<file path="src/rtl/wdog_pkg.sv">
package wdog_pkg;

  typedef struct packed {
    logic [1:0] tap;
    logic       rst_en;
  } wd_mode_t;

  // Period in state times for a timeout code.
  function automatic int unsigned wd_period(input logic [1:0] sel,
                                            input int unsigned base,
                                            input int unsigned step);
    return 32'd1 << (base + step * int'(sel));
  endfunction

endpackage

</file>
<file path="src/rtl/wdog_prescale.sv">
module wdog_prescale #(
  parameter int PRE_DIV = 2
) (
  input  logic clk,
  input  logic rst_n,
  input  logic restart,
  output logic tick
);
  localparam int PW = (PRE_DIV > 1) ? $clog2(PRE_DIV) : 1;

  logic [PW-1:0] phase_q;

  assign tick = (phase_q == PW'(PRE_DIV - 1));

  always_ff @(posedge clk) begin
    if (!rst_n || restart || tick) phase_q <= '0;
    else                           phase_q <= phase_q + 1'b1;
  end

  // state-time ticks are never back to back
  assert_tick_spacing_R1: assert property (@(posedge clk) disable iff (!rst_n)
    tick |=> !tick);

  // a restart drops the phase back so no tick follows at once
  assert_restart_phase_R5: assert property (@(posedge clk) disable iff (!rst_n)
    restart |=> !tick);

endmodule

</file>
<file path="src/rtl/wdog_counter.sv">
module wdog_counter
  import wdog_pkg::*;
#(
  parameter int CNT_W    = 22,
  parameter int TAP_BASE = 15,
  parameter int TAP_STEP = 2
) (
  input  logic       clk,
  input  logic       rst_n,
  input  logic       tick,
  input  logic       clear,
  input  logic       hold,
  input  logic [1:0] tap_sel,
  output logic       ovf_evt
);
  logic [CNT_W-1:0] cnt_q;
  logic [CNT_W-1:0] limit;

  assign limit   = CNT_W'(wd_period(tap_sel, TAP_BASE, TAP_STEP) - 1);
  assign ovf_evt = tick && !hold && !clear && (cnt_q >= limit);

  always_ff @(posedge clk) begin
    if (!rst_n || clear || hold) cnt_q <= '0;
    else if (tick) begin
      if (ovf_evt) cnt_q <= '0;
      else         cnt_q <= cnt_q + 1'b1;
    end
  end

  // an overflow wraps the count to zero
  assert_wrap_R4: assert property (@(posedge clk) disable iff (!rst_n)
    ovf_evt |=> (cnt_q == '0));

  // count is zero while the reset pulse holds it
  assert_hold_zero_R7: assert property (@(posedge clk) disable iff (!rst_n)
    hold |=> (cnt_q == '0));

  // the clear code restarts from zero
  assert_clear_zero_R5: assert property (@(posedge clk) disable iff (!rst_n)
    clear |=> (cnt_q == '0));

  // the count only moves on a tick
  assert_count_on_tick_R1: assert property (@(posedge clk) disable iff (!rst_n)
    (!tick && !clear && !hold) |=> $stable(cnt_q));

endmodule

</file>
<file path="src/rtl/wdog_rstgen.sv">
module wdog_rstgen #(
  parameter int RST_LEN = 32
) (
  input  logic clk,
  input  logic rst_n,
  input  logic tick,
  input  logic fire,
  output logic active
);
  localparam int RCW = $clog2(RST_LEN + 1);

  logic [RCW-1:0] left_q;

  assign active = (left_q != '0);

  always_ff @(posedge clk) begin
    if (!rst_n)                 left_q <= '0;
    else if (fire)              left_q <= RCW'(RST_LEN);
    else if (tick && active)    left_q <= left_q - 1'b1;
  end

  // the pulse only starts from an overflow in reset mode
  assert_pulse_start_R6: assert property (@(posedge clk) disable iff (!rst_n)
    $rose(active) |-> $past(fire));

  // a firing loads the full length
  assert_pulse_load_R6: assert property (@(posedge clk) disable iff (!rst_n)
    fire |=> (left_q == RCW'(RST_LEN)));

  // the remaining length only shrinks on a tick
  assert_pulse_steps_R6: assert property (@(posedge clk) disable iff (!rst_n)
    (active && !tick && !fire) |=> $stable(left_q));

endmodule

</file>
<file path="src/rtl/wdog_timer.sv">
module wdog_timer
  import wdog_pkg::*;
#(
  parameter int         CNT_W    = 22,
  parameter int         TAP_BASE = 15,
  parameter int         TAP_STEP = 2,
  parameter int         PRE_DIV  = 2,
  parameter int         RST_LEN  = 32,
  parameter logic [7:0] CLR_CODE = 8'h4E
) (
  input  logic       clk,
  input  logic       rst_n,
  input  logic       cfg_we,
  input  logic [1:0] cfg_tap,
  input  logic       cfg_rst_en,
  input  logic       cmd_we,
  input  logic [7:0] cmd_data,
  input  logic       flag_clr,
  output logic       nmi_req,
  output logic       nmi_flag,
  output logic       chip_rst
);
  wd_mode_t mode_q;
  logic     clear_hit;
  logic     tick;
  logic     ovf_evt;
  logic     nmi_evt;
  logic     rst_fire;
  logic     rst_active;
  logic     nmi_req_q;
  logic     nmi_flag_q;

  assign clear_hit = cmd_we && (cmd_data == CLR_CODE);
  assign nmi_evt   = ovf_evt && !mode_q.rst_en;
  assign rst_fire  = ovf_evt && mode_q.rst_en;

  always_ff @(posedge clk) begin
    if (!rst_n)      mode_q <= '{tap: 2'b00, rst_en: 1'b0};
    else if (cfg_we) mode_q <= '{tap: cfg_tap, rst_en: cfg_rst_en};
  end

  wdog_prescale #(.PRE_DIV(PRE_DIV)) u_pre (
    .clk(clk), .rst_n(rst_n), .restart(clear_hit), .tick(tick)
  );

  wdog_counter #(.CNT_W(CNT_W), .TAP_BASE(TAP_BASE), .TAP_STEP(TAP_STEP)) u_cnt (
    .clk(clk), .rst_n(rst_n), .tick(tick), .clear(clear_hit),
    .hold(rst_active), .tap_sel(mode_q.tap), .ovf_evt(ovf_evt)
  );

  wdog_rstgen #(.RST_LEN(RST_LEN)) u_rst (
    .clk(clk), .rst_n(rst_n), .tick(tick), .fire(rst_fire), .active(rst_active)
  );

  always_ff @(posedge clk) begin
    if (!rst_n) begin
      nmi_req_q  <= 1'b0;
      nmi_flag_q <= 1'b0;
    end else begin
      nmi_req_q <= nmi_evt;
      if (nmi_evt)       nmi_flag_q <= 1'b1;
      else if (flag_clr) nmi_flag_q <= 1'b0;
    end
  end

  assign nmi_req  = nmi_req_q;
  assign nmi_flag = nmi_flag_q;
  assign chip_rst = rst_active;

  // the request is a single-cycle pulse
  assert_nmi_single_R2: assert property (@(posedge clk) disable iff (!rst_n)
    nmi_req |=> !nmi_req);

  // every request comes with the flag set
  assert_nmi_sets_flag_R2: assert property (@(posedge clk) disable iff (!rst_n)
    nmi_req |-> nmi_flag);

  // the flag only drops on a write-one clear
  assert_flag_sticky_R3: assert property (@(posedge clk) disable iff (!rst_n)
    (nmi_flag && !flag_clr) |=> nmi_flag);

  // no interrupt request while the reset pulse is out
  assert_no_nmi_in_rst_R6: assert property (@(posedge clk) disable iff (!rst_n)
    chip_rst |-> !nmi_req);

  // mode loads only on its write strobe
  assert_mode_hold_R8: assert property (@(posedge clk) disable iff (!rst_n)
    !cfg_we |=> $stable(mode_q));

endmodule

</file>
<file path="config.mk">
export PLATFORM = sky130hd
export DESIGN_NAME = wdog_timer
export DESIGN_NICKNAME = d
export VERILOG_FILES = /design/src/rtl/wdog_pkg.sv /design/src/rtl/wdog_prescale.sv /design/src/rtl/wdog_counter.sv /design/src/rtl/wdog_rstgen.sv /design/src/rtl/wdog_timer.sv
export SDC_FILE = /design/constraint.sdc
export NUM_CORES = 1
export LEC_CHECK = 0
export ABC_AREA = 1
export CAP_MARGIN = 20
export CELL_PAD_IN_SITES_DETAIL_PLACEMENT = 1
export CELL_PAD_IN_SITES_GLOBAL_PLACEMENT = 2
export CORE_ASPECT_RATIO = 1.2
export CORE_UTILIZATION = 32
export CTS_CLUSTER_DIAMETER = 50
export DETAILED_ROUTE_END_ITERATION = 6
export DONT_BUFFER_PORTS = 1
export HOLD_SLACK_MARGIN = 0.05
export PLACE_DENSITY = 0.77
export SETUP_SLACK_MARGIN = 0.15
export SYNTH_ARGS = -nofsm -noshare
export SYNTH_HDL_FRONTEND = slang
export SYNTH_SLANG_ARGS = --single-unit
</file>
<file path="constraint.sdc">
create_clock -name clk -period 1.6 [get_ports clk]
set_input_delay 0.16 -clock clk [delete_from_list [all_inputs] [get_ports clk]]
set_output_delay 0.16 -clock clk [all_outputs]
set_load 0.02 [all_outputs]
</file>
==> results.sh <==
export IMPL_wl_um=5170
export IMPL_die_x_um=76.2
export IMPL_synth_top_cell_area_share_pct=32.2
export IMPL_sequentialPowerShare_pct=39.3
export IMPL_overflow=0
export IMPL_synth_area_leaders="dfxtp_1, nand2_1, ha_1"
export IMPL_timing_fmax_mhz=584
export IMPL_synth_edf_count=0
export IMPL_synth_avg_cell_area_sq_um=7.17
export IMPL_core_area_sq_mm=0.00641
export IMPL_fin_crit_ns=1.71
export IMPL_clock_sinks=34
export IMPL_fin_skew_ns=0.00349
export IMPL_initial_core_util_pct=33.0
export IMPL_drv_cap=0
export IMPL_tns_ns=-1.97
export IMPL_synth_area_leader_cell="dfxtp_1"
export IMPL_yosysMostFrequentCell="nand2_1"
export IMPL_ir_worst_vdd_mv=0.758
export IMPL_min_period_over_period_pct=107
export IMPL_holdCritPathClass="input port to register"
export IMPL_path_clk_slew_ns=0.07
export IMPL_place_inst=408
export IMPL_synth_flop_cell="dfxtp_1"
export IMPL_cts_made_buffers=5
export IMPL_p_leak_nw=1.20
export IMPL_rrSetupSlack_ns=-0.11
export IMPL_final_util_pct=43.1
export IMPL_dr_first_iter_drc_count=50
export IMPL_clk_path_buf_depth=2
export IMPL_viasPerCell=4.64
export IMPL_synth_seq_cells=34
export IMPL_rsz0062_at_grt="true"
export IMPL_grt_pass1_wl_um=8660
export IMPL_clockPowerShare_pct=25.4
export IMPL_clk_latency_ns=0.28
export IMPL_die_area_sq_mm=0.00694
export IMPL_track_usage_pct=15.5
export IMPL_synth_distinct_cells=30
export IMPL_nets=373
export IMPL_gp_congestion=0.789
export IMPL_drcViolationCount=0
export IMPL_nFillCells=802
export IMPL_critPathKind="register to register"
export IMPL_die_y_um=91.0
export IMPL_drt_first_pass_iters=4
export IMPL_syn_inst=295
export IMPL_num_antenna_cells=0
export IMPL_io_buffers=0
export IMPL_p_int_w=0.00157
export IMPL_dp_hpwl_um=3840
export IMPL_endpoint_kind="register"
export IMPL_wire_per_inst_um=12.3
export IMPL_synth_warnings=0
export IMPL_syn_area_sq_mm=0.00211
export IMPL_p_switching_w=0.000936
export IMPL_fin_cells=421
export IMPL_violations="setup timing"
export IMPL_grt_max_degree=19
export IMPL_setup_slack_ns=-0.113
export IMPL_drive_gt1_share_pct=25.3
export IMPL_design_area_sq_mm=0.00276
export IMPL_hold_viol=0
export IMPL_worstPathRequired_ns=1.78
export IMPL_crit_path_start_kind="register"
export IMPL_synth_commonest_cells="nand2_1, nor2_1, dfxtp_1, inv_1, ha_1"
export IMPL_grt_pass1_vias=2079
export IMPL_swShare_pct=37.3
export IMPL_arrival_ns=1.89
export IMPL_status="finished, violations left"
export IMPL_yosysSeqAreaShare_pct=32.2
export IMPL_root_buffer="clkbuf_8"
export IMPL_antenna_found_initial=0
export IMPL_cts_tree="built"
export IMPL_synthArstFlopShare_pct=0
export IMPL_num_rows=32
export IMPL_setup_violations=29
export IMPL_p_per_area_mw_per_mm2=907
export IMPL_path_max_fanout=5
export IMPL_comb_power_share_pct=35.3
export IMPL_htreeDepth=2
export IMPL_routed_via_count=1953
export IMPL_ant_nets=0
export IMPL_maxSlewViolCount=0
export IMPL_placed_cell_area_sq_mm=0.00239
export IMPL_num_io_pins=19
export IMPL_syn_to_final_growth_pct=30.7
cells by family (layout without fill, tap and decap cells):
group           count (synthesis)  after routing  share of synthesized area, %
fa+ha+maj                      20             20                          11.8
flops                          34             34                          32.2
compound gates                 22             22                          5.68
xor+xnor                       15             15                          6.21
other cells                     1             11                         0.177
simple gates                  166            167                          36.6
buf+inv                        37             67                          7.28
stage by stage:
stage / hold WS [ns] / total power, W / setup WS [ns]
after CTS: 0.0625 / 0.00240 / -0.152
after floorplan: 0.269 / 0.00153 / 0.00734
after global routing: 0.0635 / 0.00269 / -0.254
after detailed placement: 0.281 / 0.00170 / -0.189
final: 0.0646 / 0.00251 / -0.113
after global placement: 0.277 / 0.00170 / -0.160
sequential cells by signal, summed over array words and instances, names as in the netlist:
name          count
mode_q            3
u_cnt.cnt_q      22
nmi_flag          1
u_rst.left_q      6
u_pre.tick        1
nmi_req           1
critical path, cell delays in order (launching register included):
cell	delay, ns
dfxtp_4	0.41
nand2_2	0.08
ha_4	0.28
nand2_2	0.06
nor2_4	0.10
nand2_2	0.06
nor2_1	0.09
nand2_1	0.09
nand3_4	0.11
nand2_8	0.09
buf_6	0.12
nand3b_1	0.07
nand2_1	0.05
layout make-up:
class / instances / area [sq um] / share of cell area [%]
clock buffer: 6 / 82.6 / 2.99
tap: 85 / 106 / 3.85
inverter: 34 / 130 / 4.71
multi-input combinational: 235 / 1540 / 55.7
timing repair buffer: 27 / 216 / 7.83
sequential: 34 / 689 / 24.9
per-layer routing:
layer	wire length [um]	vias up	GRT usage, %
met5	0	-	0
met4	62	0	4.97
met3	113	5	3.12
met2	2680	22	28.9
met1	2310	921	17.3
li1	-	1005	-
final timing paths:
check | end | startpoint | cells after the start
worst max-delay path | u_cnt.cnt_q[1] | mode_q[2] | 12
worst max register to register | u_cnt.cnt_q[1] | mode_q[2] | 12
worst min register to register | mode_q[0] | mode_q[0] | 2
worst min-delay path | u_rst.left_q[3] | rst_n | 2
power groups by stage:
stage	clock network [W]	registers [W]	logic [W]
finish	0.000637	0.000985	0.000886
global route	0.000702	0.000992	0.000999
CTS	0.000669	0.000979	0.000748
detailed placement	0	0.000999	0.000705
global placement	0	0.000999	0.000698
floorplan	0	0.000984	0.000542
repair_timing:
action                                 in CTS  in global routing
hold buffers                                4                  0
setup endpoints to repair                  30                 31
endpoints found under the hold margin       6                  0
pin swaps                                   8                 14
gates resized for setup                     6                 46
cloned                                      0                  1
buffers inserted                            1                  1
cell usage in the layout, fill, tap and decap left out, drive strengths merged:
master	n
a21o	1
a21oi	9
and2	1
buf	23
clkbuf	6
conb	11
dfxtp	34
dlygate4sd3	4
ha	20
inv	34
nand2	72
nand3	17
nand3b	2
nand4	6
nor2	62
nor3	4
nor4	1
o21ai	9
o21bai	1
o22ai	1
o32ai	1
or2	2
xnor2	6
xor2	9
(Power assumes the default switching activity.)
